--- src/rtl/lsreq_pkg.sv ---
package lsreq_pkg;

   // Sequencer phases; the numeric order carries no meaning
   typedef enum logic [2:0] {
      SQ_IDLE    = 3'd0,   // waiting for a command
      SQ_HOLD    = 3'd1,   // command taken, port still busy
      SQ_ISSUE   = 3'd2,   // request and address presented
      SQ_LDWAIT  = 3'd3,   // address taken, waiting for load data
      SQ_STPULSE = 3'd4,   // store data pulse
      SQ_STDRAIN = 3'd5    // waiting for busy to fall after the pulse
   } seq_phase_e;

   // Byte counts the port understands
   function automatic logic len_is_legal(input logic [3:0] n);
      return (n == 4'd1) || (n == 4'd2) || (n == 4'd4) || (n == 4'd8);
   endfunction

endpackage

--- src/rtl/lsreq_cmd_hold.sv ---
module lsreq_cmd_hold #(
   parameter int ADDR_W = 32,
   parameter int DATA_W = 64,
   parameter int LEN_W  = 4
) (
   input  logic              clk,
   input  logic              rst_n,
   input  logic              capture_i,
   input  logic              store_i,
   input  logic [ADDR_W-1:0] addr_i,
   input  logic [LEN_W-1:0]  len_i,
   input  logic [DATA_W-1:0] wdata_i,
   output logic              store_o,
   output logic [ADDR_W-1:0] addr_o,
   output logic [LEN_W-1:0]  len_o,
   output logic [DATA_W-1:0] wdata_o
);
   import lsreq_pkg::*;

   always_ff @(posedge clk) begin
      if (!rst_n) begin
         store_o <= 1'b0;
         addr_o  <= '0;
         len_o   <= '0;
         wdata_o <= '0;
      end else if (capture_i) begin
         store_o <= store_i;
         addr_o  <= addr_i;
         len_o   <= len_i;
         wdata_o <= wdata_i;
      end
   end


   legal_len_chk: assert property (@(posedge clk) disable iff (!rst_n)
      capture_i |-> len_is_legal(4'(len_i)));

endmodule

--- src/rtl/lsreq_ctrl.sv ---
module lsreq_ctrl (
   input  logic                    clk,
   input  logic                    rst_n,
   input  logic                    abort_i,
   input  logic                    start_i,
   input  logic                    store_q_i,
   input  logic                    busy_i,
   input  logic                    ack_i,
   input  logic                    exc_i,
   input  logic                    ldv_i,
   output lsreq_pkg::seq_phase_e   phase_o,
   output logic                    capture_o,
   output logic                    done_evt_o,
   output logic                    exc_evt_o,
   output logic                    ld_take_o
);
   import lsreq_pkg::*;

   seq_phase_e phase_q, phase_d;

   always_comb begin
      phase_d = phase_q;
      if (abort_i) begin
         phase_d = SQ_IDLE;
      end else begin
         unique case (phase_q)
            SQ_IDLE:    if (start_i) phase_d = busy_i ? SQ_HOLD : SQ_ISSUE;
            SQ_HOLD:    if (!busy_i) phase_d = SQ_ISSUE;
            SQ_ISSUE: begin
               if (exc_i)            phase_d = SQ_IDLE;
               else if (ack_i) begin
                  if (store_q_i)     phase_d = SQ_STPULSE;
                  else if (ldv_i)    phase_d = SQ_IDLE;
                  else               phase_d = SQ_LDWAIT;
               end
            end
            SQ_LDWAIT:  if (ldv_i)   phase_d = SQ_IDLE;
            SQ_STPULSE:              phase_d = SQ_STDRAIN;
            SQ_STDRAIN: if (!busy_i) phase_d = SQ_IDLE;
            default:                 phase_d = SQ_IDLE;
         endcase
      end
   end

   always_ff @(posedge clk) begin
      if (!rst_n) phase_q <= SQ_IDLE;
      else        phase_q <= phase_d;
   end

   logic in_issue;
   assign in_issue = (phase_q == SQ_ISSUE);

   assign capture_o  = (phase_q == SQ_IDLE) && start_i && !abort_i;
   assign exc_evt_o  = !abort_i && in_issue && exc_i;
   assign ld_take_o  = !abort_i && !store_q_i &&
                       ((in_issue && !exc_i && ack_i && ldv_i) ||
                        (phase_q == SQ_LDWAIT && ldv_i));
   assign done_evt_o = exc_evt_o || ld_take_o ||
                       (!abort_i && phase_q == SQ_STDRAIN && !busy_i);
   assign phase_o    = phase_q;


   issue_after_free_chk: assert property (@(posedge clk) disable iff (!rst_n)
      (phase_q == SQ_ISSUE && $past(phase_q) != SQ_ISSUE) |-> !$past(busy_i));


   exc_ends_op_chk: assert property (@(posedge clk) disable iff (!rst_n)
      (in_issue && exc_i) |=> (phase_q == SQ_IDLE));

endmodule

--- src/rtl/lsreq_result.sv ---
module lsreq_result #(
   parameter int DATA_W = 64
) (
   input  logic              clk,
   input  logic              rst_n,
   input  logic              clear_i,
   input  logic              done_evt_i,
   input  logic              exc_evt_i,
   input  logic              ld_take_i,
   input  logic [DATA_W-1:0] ld_data_i,
   output logic              done_o,
   output logic              exc_o,
   output logic [DATA_W-1:0] rdata_o
);

   always_ff @(posedge clk) begin
      if (!rst_n) begin
         done_o  <= 1'b0;
         exc_o   <= 1'b0;
         rdata_o <= '0;
      end else begin
         done_o <= done_evt_i;
         if (clear_i)        exc_o <= 1'b0;
         else if (exc_evt_i) exc_o <= 1'b1;
         if (ld_take_i)      rdata_o <= ld_data_i;
      end
   end


   exc_sticky_chk: assert property (@(posedge clk) disable iff (!rst_n)
      (exc_o && !clear_i) |=> exc_o);


   rdata_hold_chk: assert property (@(posedge clk) disable iff (!rst_n)
      !ld_take_i |=> $stable(rdata_o));

endmodule

--- src/rtl/lsreq_seq.sv ---
module lsreq_seq #(
   parameter int ADDR_W       = 32,
   parameter int DATA_W       = 64,
   parameter int LEN_W        = 4,
   parameter bit ST_DATA_GATE = 1'b1
) (
   input  logic              clk,
   input  logic              rst_n,
   input  logic              abort_i,
   input  logic              cmd_start_i,
   input  logic              cmd_store_i,
   input  logic [ADDR_W-1:0] cmd_addr_i,
   input  logic [LEN_W-1:0]  cmd_len_i,
   input  logic [DATA_W-1:0] cmd_wdata_i,
   output logic              cmd_ready_o,
   output logic              cmd_done_o,
   output logic              cmd_exc_o,
   output logic [DATA_W-1:0] cmd_rdata_o,
   input  logic              pt_busy_i,
   output logic              pt_ld_req_o,
   output logic              pt_st_req_o,
   output logic [LEN_W-1:0]  pt_len_o,
   output logic [ADDR_W-1:0] pt_addr_o,
   output logic              pt_addr_vld_o,
   input  logic              pt_addr_ack_i,
   input  logic              pt_addr_exc_i,
   input  logic              pt_ld_vld_i,
   input  logic [DATA_W-1:0] pt_ld_data_i,
   output logic              pt_st_vld_o,
   output logic [DATA_W-1:0] pt_st_data_o
);
   import lsreq_pkg::*;

   localparam int DATA_BYTES = DATA_W / 8;

   // Elaboration-time parameter checks
   if (DATA_W < 8 || (DATA_W % 8) != 0) begin : g_bad_data_w
      $error("lsreq_seq: DATA_W must be a whole number of bytes");
   end
   if (LEN_W != 4) begin : g_bad_len_w
      $error("lsreq_seq: LEN_W must be 4");
   end
   if (ADDR_W < 1) begin : g_bad_addr_w
      $error("lsreq_seq: ADDR_W must be positive");
   end
   if (DATA_BYTES > 8) begin : g_bad_bytes
      $error("lsreq_seq: a length field of 8 bytes cannot cover DATA_W");
   end

   seq_phase_e        phase;
   logic              capture, done_evt, exc_evt, ld_take;
   logic              store_q;
   logic [DATA_W-1:0] wdata_q;

   lsreq_cmd_hold #(
      .ADDR_W (ADDR_W),
      .DATA_W (DATA_W),
      .LEN_W  (LEN_W)
   ) u_hold (
      .clk       (clk),
      .rst_n     (rst_n),
      .capture_i (capture),
      .store_i   (cmd_store_i),
      .addr_i    (cmd_addr_i),
      .len_i     (cmd_len_i),
      .wdata_i   (cmd_wdata_i),
      .store_o   (store_q),
      .addr_o    (pt_addr_o),
      .len_o     (pt_len_o),
      .wdata_o   (wdata_q)
   );

   lsreq_ctrl u_ctrl (
      .clk        (clk),
      .rst_n      (rst_n),
      .abort_i    (abort_i),
      .start_i    (cmd_start_i),
      .store_q_i  (store_q),
      .busy_i     (pt_busy_i),
      .ack_i      (pt_addr_ack_i),
      .exc_i      (pt_addr_exc_i),
      .ldv_i      (pt_ld_vld_i),
      .phase_o    (phase),
      .capture_o  (capture),
      .done_evt_o (done_evt),
      .exc_evt_o  (exc_evt),
      .ld_take_o  (ld_take)
   );

   lsreq_result #(
      .DATA_W (DATA_W)
   ) u_result (
      .clk        (clk),
      .rst_n      (rst_n),
      .clear_i    (capture),
      .done_evt_i (done_evt),
      .exc_evt_i  (exc_evt),
      .ld_take_i  (ld_take),
      .ld_data_i  (pt_ld_data_i),
      .done_o     (cmd_done_o),
      .exc_o      (cmd_exc_o),
      .rdata_o    (cmd_rdata_o)
   );

   // Port-side decode of the phase
   logic active;
   assign active        = (phase == SQ_ISSUE)   || (phase == SQ_LDWAIT) ||
                          (phase == SQ_STPULSE) || (phase == SQ_STDRAIN);
   assign pt_addr_vld_o = active;
   assign pt_ld_req_o   = active && !store_q;
   assign pt_st_req_o   = active &&  store_q;
   assign pt_st_vld_o   = (phase == SQ_STPULSE);
   assign cmd_ready_o   = (phase == SQ_IDLE);

   if (ST_DATA_GATE) begin : g_st_gated
      assign pt_st_data_o = pt_st_vld_o ? wdata_q : '0;
   end else begin : g_st_open
      assign pt_st_data_o = wdata_q;
   end


   one_req_chk: assert property (@(posedge clk) disable iff (!rst_n)
      !(pt_ld_req_o && pt_st_req_o));


   addr_held_chk: assert property (@(posedge clk) disable iff (!rst_n)
      (pt_addr_vld_o && pt_busy_i && !abort_i) |=>
         (pt_addr_vld_o && $stable(pt_addr_o) && $stable(pt_len_o)));


   st_single_chk: assert property (@(posedge clk) disable iff (!rst_n)
      pt_st_vld_o |=> !pt_st_vld_o);


   st_after_ack_chk: assert property (@(posedge clk) disable iff (!rst_n)
      $rose(pt_st_vld_o) |-> $past(pt_addr_ack_i));


   abort_quiet_chk: assert property (@(posedge clk) disable iff (!rst_n)
      abort_i |=> (!pt_addr_vld_o && !pt_ld_req_o && !pt_st_req_o &&
                   !pt_st_vld_o && !cmd_done_o && cmd_ready_o));

endmodule

--- config.mk ---
export PLATFORM = sky130hd
export DESIGN_NAME = lsreq_seq
export DESIGN_NICKNAME = d
export VERILOG_FILES = /design/src/rtl/lsreq_pkg.sv /design/src/rtl/lsreq_cmd_hold.sv /design/src/rtl/lsreq_ctrl.sv /design/src/rtl/lsreq_result.sv /design/src/rtl/lsreq_seq.sv
export SDC_FILE = /design/constraint.sdc
export NUM_CORES = 1
export LEC_CHECK = 0
export ABC_AREA = 1
export BUFFER_PORTS_ARGS = -buffer_cell sky130_fd_sc_hd__buf_2
export CAP_MARGIN = 20
export CORE_AREA = 4 4 132 134
export CTS_CLUSTER_SIZE = 28
export DETAILED_ROUTE_END_ITERATION = 6
export DIE_AREA = 0 0 136 138
export GPL_TIMING_DRIVEN = 0
export PLACE_DENSITY = 0.76
export SKIP_CTS_REPAIR_TIMING = 1
export SLEW_MARGIN = 20
export SYNTH_ARGS = -nofsm -noshare
export SYNTH_HDL_FRONTEND = slang
export SYNTH_SLANG_ARGS = --single-unit
--- constraint.sdc ---
create_clock -name clk -period 2.2 [get_ports clk]
set_clock_uncertainty 0.05 [all_clocks]
set_input_delay 0.44 -clock clk [delete_from_list [all_inputs] [get_ports clk]]
set_output_delay 0.44 -clock clk [all_outputs]
set_load 0.005 [all_outputs]
==> impl_metrics.py <==
metrics = {
    "run_status": {
        "outcome": "finished, final reports clean",
    },
    "worst_setup_path": {
        "critical_path_class": "flip-flop to output pin",
        "worstReg2RegEnd": "u_hold.wdata_o[15]",
        "reg2regPathDepth": 9,
        "required_ns": 1.71,
        "r2r-start": "u_ctrl.phase_o[0]",
        "arrival_ns": 1.67,
        "cp_max_fo": 10,
        "critical_path.startpoint_type": "flip-flop",
        "worstSetupEndpointType": "output pin",
        "rrSetupSlack_ns": 0.50,
    },
    "yosys": {
        "synth_edf_count": 0,
        "syn-num-nets": 1170,
        "synth.distinct_cells": 22,
        "synthArstFlopShare_pct": 0,
        "ys_seq_elements": 170,
        "syn_area_sq_mm": 0.00709,
        "synth_top_area_share_pct": 48.0,
        "synth_area_per_cell_sq_um": 7.11,
        "yosysMostFrequentCell": "nor2_1",
        "ys_warn_count": 0,
        "synth_cells": 997,
        "synthFlopType": "dfxtp_1",
        "ys_seq_area_share_pct": 48.0,
        "yosysTopAreaCell": "dfxtp_1",
        "synth_common_cells": "nor2_1 (214), dfxtp_1 (170), inv_1 (140)",
        "synthTopCellsByArea": "dfxtp_1 (48%), nor2_1 (11%), a21oi_1 (9.5%)",
    },
    "floorplanning": {
        "die-area_sq_mm": 0.0188,
        "rows": 47,
        "core_sq_mm": 0.0163,
        "initial_core_util_pct": 43.5,
        "die_x_um": 136,
        "die_y_um": 138,
        "io_pins": 344,
    },
    "clocking": {
        "worstSkewPairLatency_ns": 0.42,
        "cts-buffers-inserted": 17,
        "htree_levels": 4,
        "cts_sinks": 170,
        "cts_tree": "built",
        "ctsRootBufferMaster": "clkbuf_16",
        "ctsLongestPathBuffers": 2,
        "clk_pin_slew_ns": 0.07,
    },
    "power_and_ir_drop": {
        "irDropWorstVdd_uv": 502,
        "seqPwrFrac_pct": 47.1,
        "intPower_mw": 5.12,
        "powerDensity_mw_per_mm2": 723,
        "p_sw_share_pct": 27.2,
        "pwr-share-clk_pct": 39.1,
        "p_leak_nw": 4.94,
        "totalPowerFinal_mw": 7.04,
        "switchingPower_mw": 1.92,
        "p_comb_share_pct": 13.8,
    },
    "grt": {
        "grt_max_degree": 17,
        "gr-total-overflow": 0,
        "grt_pass1_wl_um": 35700,
        "antenna_found_initial": 4,
        "grt_pass1_vias": 7052,
        "grt_usage_pct": 23.8,
    },
    "sta": {
        "finalMaxSlewViolations": 0,
        "min_period_ns": 2.16,
        "setup_slack_ns": 0.0410,
        "finalHoldViolCount": 0,
        "slew_headroom_pct": 53.1,
        "rsz0062_at_grt": "true",
        "worst_pin_slew_ns": 0.704,
        "setup_viol": 0,
        "period_share_pct": 98.1,
        "max_freq_mhz": 463,
        "hold_slack_ns": 0.206,
    },
    "min_path": {
        "holdCritPathClass": "primary input to flip-flop",
        "min_to": "u_hold.addr_o[1]",
        "holdPathStages": 3,
        "hp-start": "cmd_addr_i[1]",
    },
    "finish": {
        "final_core_util_pct": 59.8,
        "diodes": 0,
        "fin_cells": 1591,
        "syn_to_final_growth_pct": 37.2,
        "drive_above_1_share_pct": 33.1,
        "nNetsFinal": 1532,
    },
    "flow_run": {
        "drv_cap": 0,
    },
    "placed_design": {
        "dp_slack_ns": 0.0697,
        "hpwl_um": 18000,
        "gp_congestion": 0.909,
        "place.port_buffers": 343,
        "place_inst": 1560,
    },
    "route": {
        "totalWireLength_um": 23400,
        "maxUsedRoutingLayer": "met5",
        "num_vias": 7578,
        "dr.pass1.iters": 7,
        "wl_met3_um": 2150,
        "postRouteAntennaNets": 0,
        "viasPerCell": 4.76,
        "wl_per_cell_um": 14.7,
        "drc": 0,
        "met1Wirelength_um": 9070,
        "initialDrtViolationCount": 349,
        "dr_wl_met2_um": 11500,
    },
}
worst max path at each step:
stage	cells past startpoint	to	start
floorplan	6	pt_st_data_o[10]	u_ctrl.phase_o[0]
global placement	6	pt_st_data_o[17]	u_ctrl.phase_o[1]
detailed placement	6	pt_st_data_o[17]	u_ctrl.phase_o[1]
CTS	6	pt_st_data_o[17]	u_ctrl.phase_o[1]
global route	7	pt_st_data_o[48]	u_ctrl.phase_o[0]
finish	7	pt_st_data_o[17]	u_ctrl.phase_o[0]
stage by stage:
step / setup TNS, ns / area (sq um)
2_1_floorplan: 0 / 7090
3_3_place_gp: 0 / 9080
3_5_place_dp: 0 / 9080
4_1_cts: -19.82 / 9620
5_1_grt: -0.132 / 9730
6_report: 0 / 9730
power by group through the flow:
stage               clock, mW  sequential [mW]  combinational (mW)
floorplan                   0             3.38               0.530
global placement            0             3.37               0.936
detailed placement          0             3.38               0.949
CTS                      2.80             3.31               0.953
global route             2.95             3.33                1.09
finish                   2.75             3.31               0.975
kinds of logic (layout without fill, tap and decap cells):
kind of cell	after synthesis	in the layout	synth area share (%)
simple gates	368	368	21.2
compound gates	240	240	17.0
buf+inv	219	593	13.9
flops	170	170	48.0
worst max-delay path: stages, from the launching register on:
cell and delay [ns]:
dfxtp_1 0.31, buf_6 0.13, nor2_4 0.14, nand2_4 0.09
buf_8 0.17, buf_6 0.16, nor2_4 0.12, buf_2 0.13
final cells by class:
cell class | instances | area, sq um
Clock inverter | 12 | 92.6
Inverter | 144 | 541
Sequential cell | 170 | 3400
Timing Repair Buffer | 343 | 1720
Fill cell | 1593 | 6560
Buffer | 75 | 484
Tap cell | 220 | 275
Multi-Input combinational cell | 608 | 2780
Clock buffer | 19 | 443
per-layer routing:
layer / vias to the layer above / track usage, %
li1: 3847 / -
met1: 3379 / 27.1
met2: 291 / 41.4
met3: 53 / 7.59
met4: 8 / 8.44
met5: - / 0
layout by cell type (no fill, tap or decap), types with 2 or more instances in the layout:
cell / count
a21oi_1: 134
buf_1: 7
buf_2: 371
buf_4: 5
buf_6: 18
clkbuf_1: 15
clkbuf_16: 17
clkbuf_2: 2
clkinv_2: 3
clkinv_4: 3
clkinvlp_4: 3
dfxtp_1: 169
inv_1: 140
inv_2: 4
inv_6: 2
nand2_1: 74
nand3_1: 72
nor2_1: 197
nor2_2: 14
nor2_4: 5
nor3_1: 3
o21ai_0: 92
o21ai_1: 12
sequential cells by signal, summed over array words and instances (netlist names):
register / flops
u_hold.addr_o: 32
u_hold.store_o: 1
u_ctrl.phase_o: 3
u_hold.wdata_o: 64
u_hold.len_o: 4
u_result.done_o: 1
u_result.rdata_o: 64
u_result.exc_o: 1
Note: power is estimated with default switching activity, not from simulation.
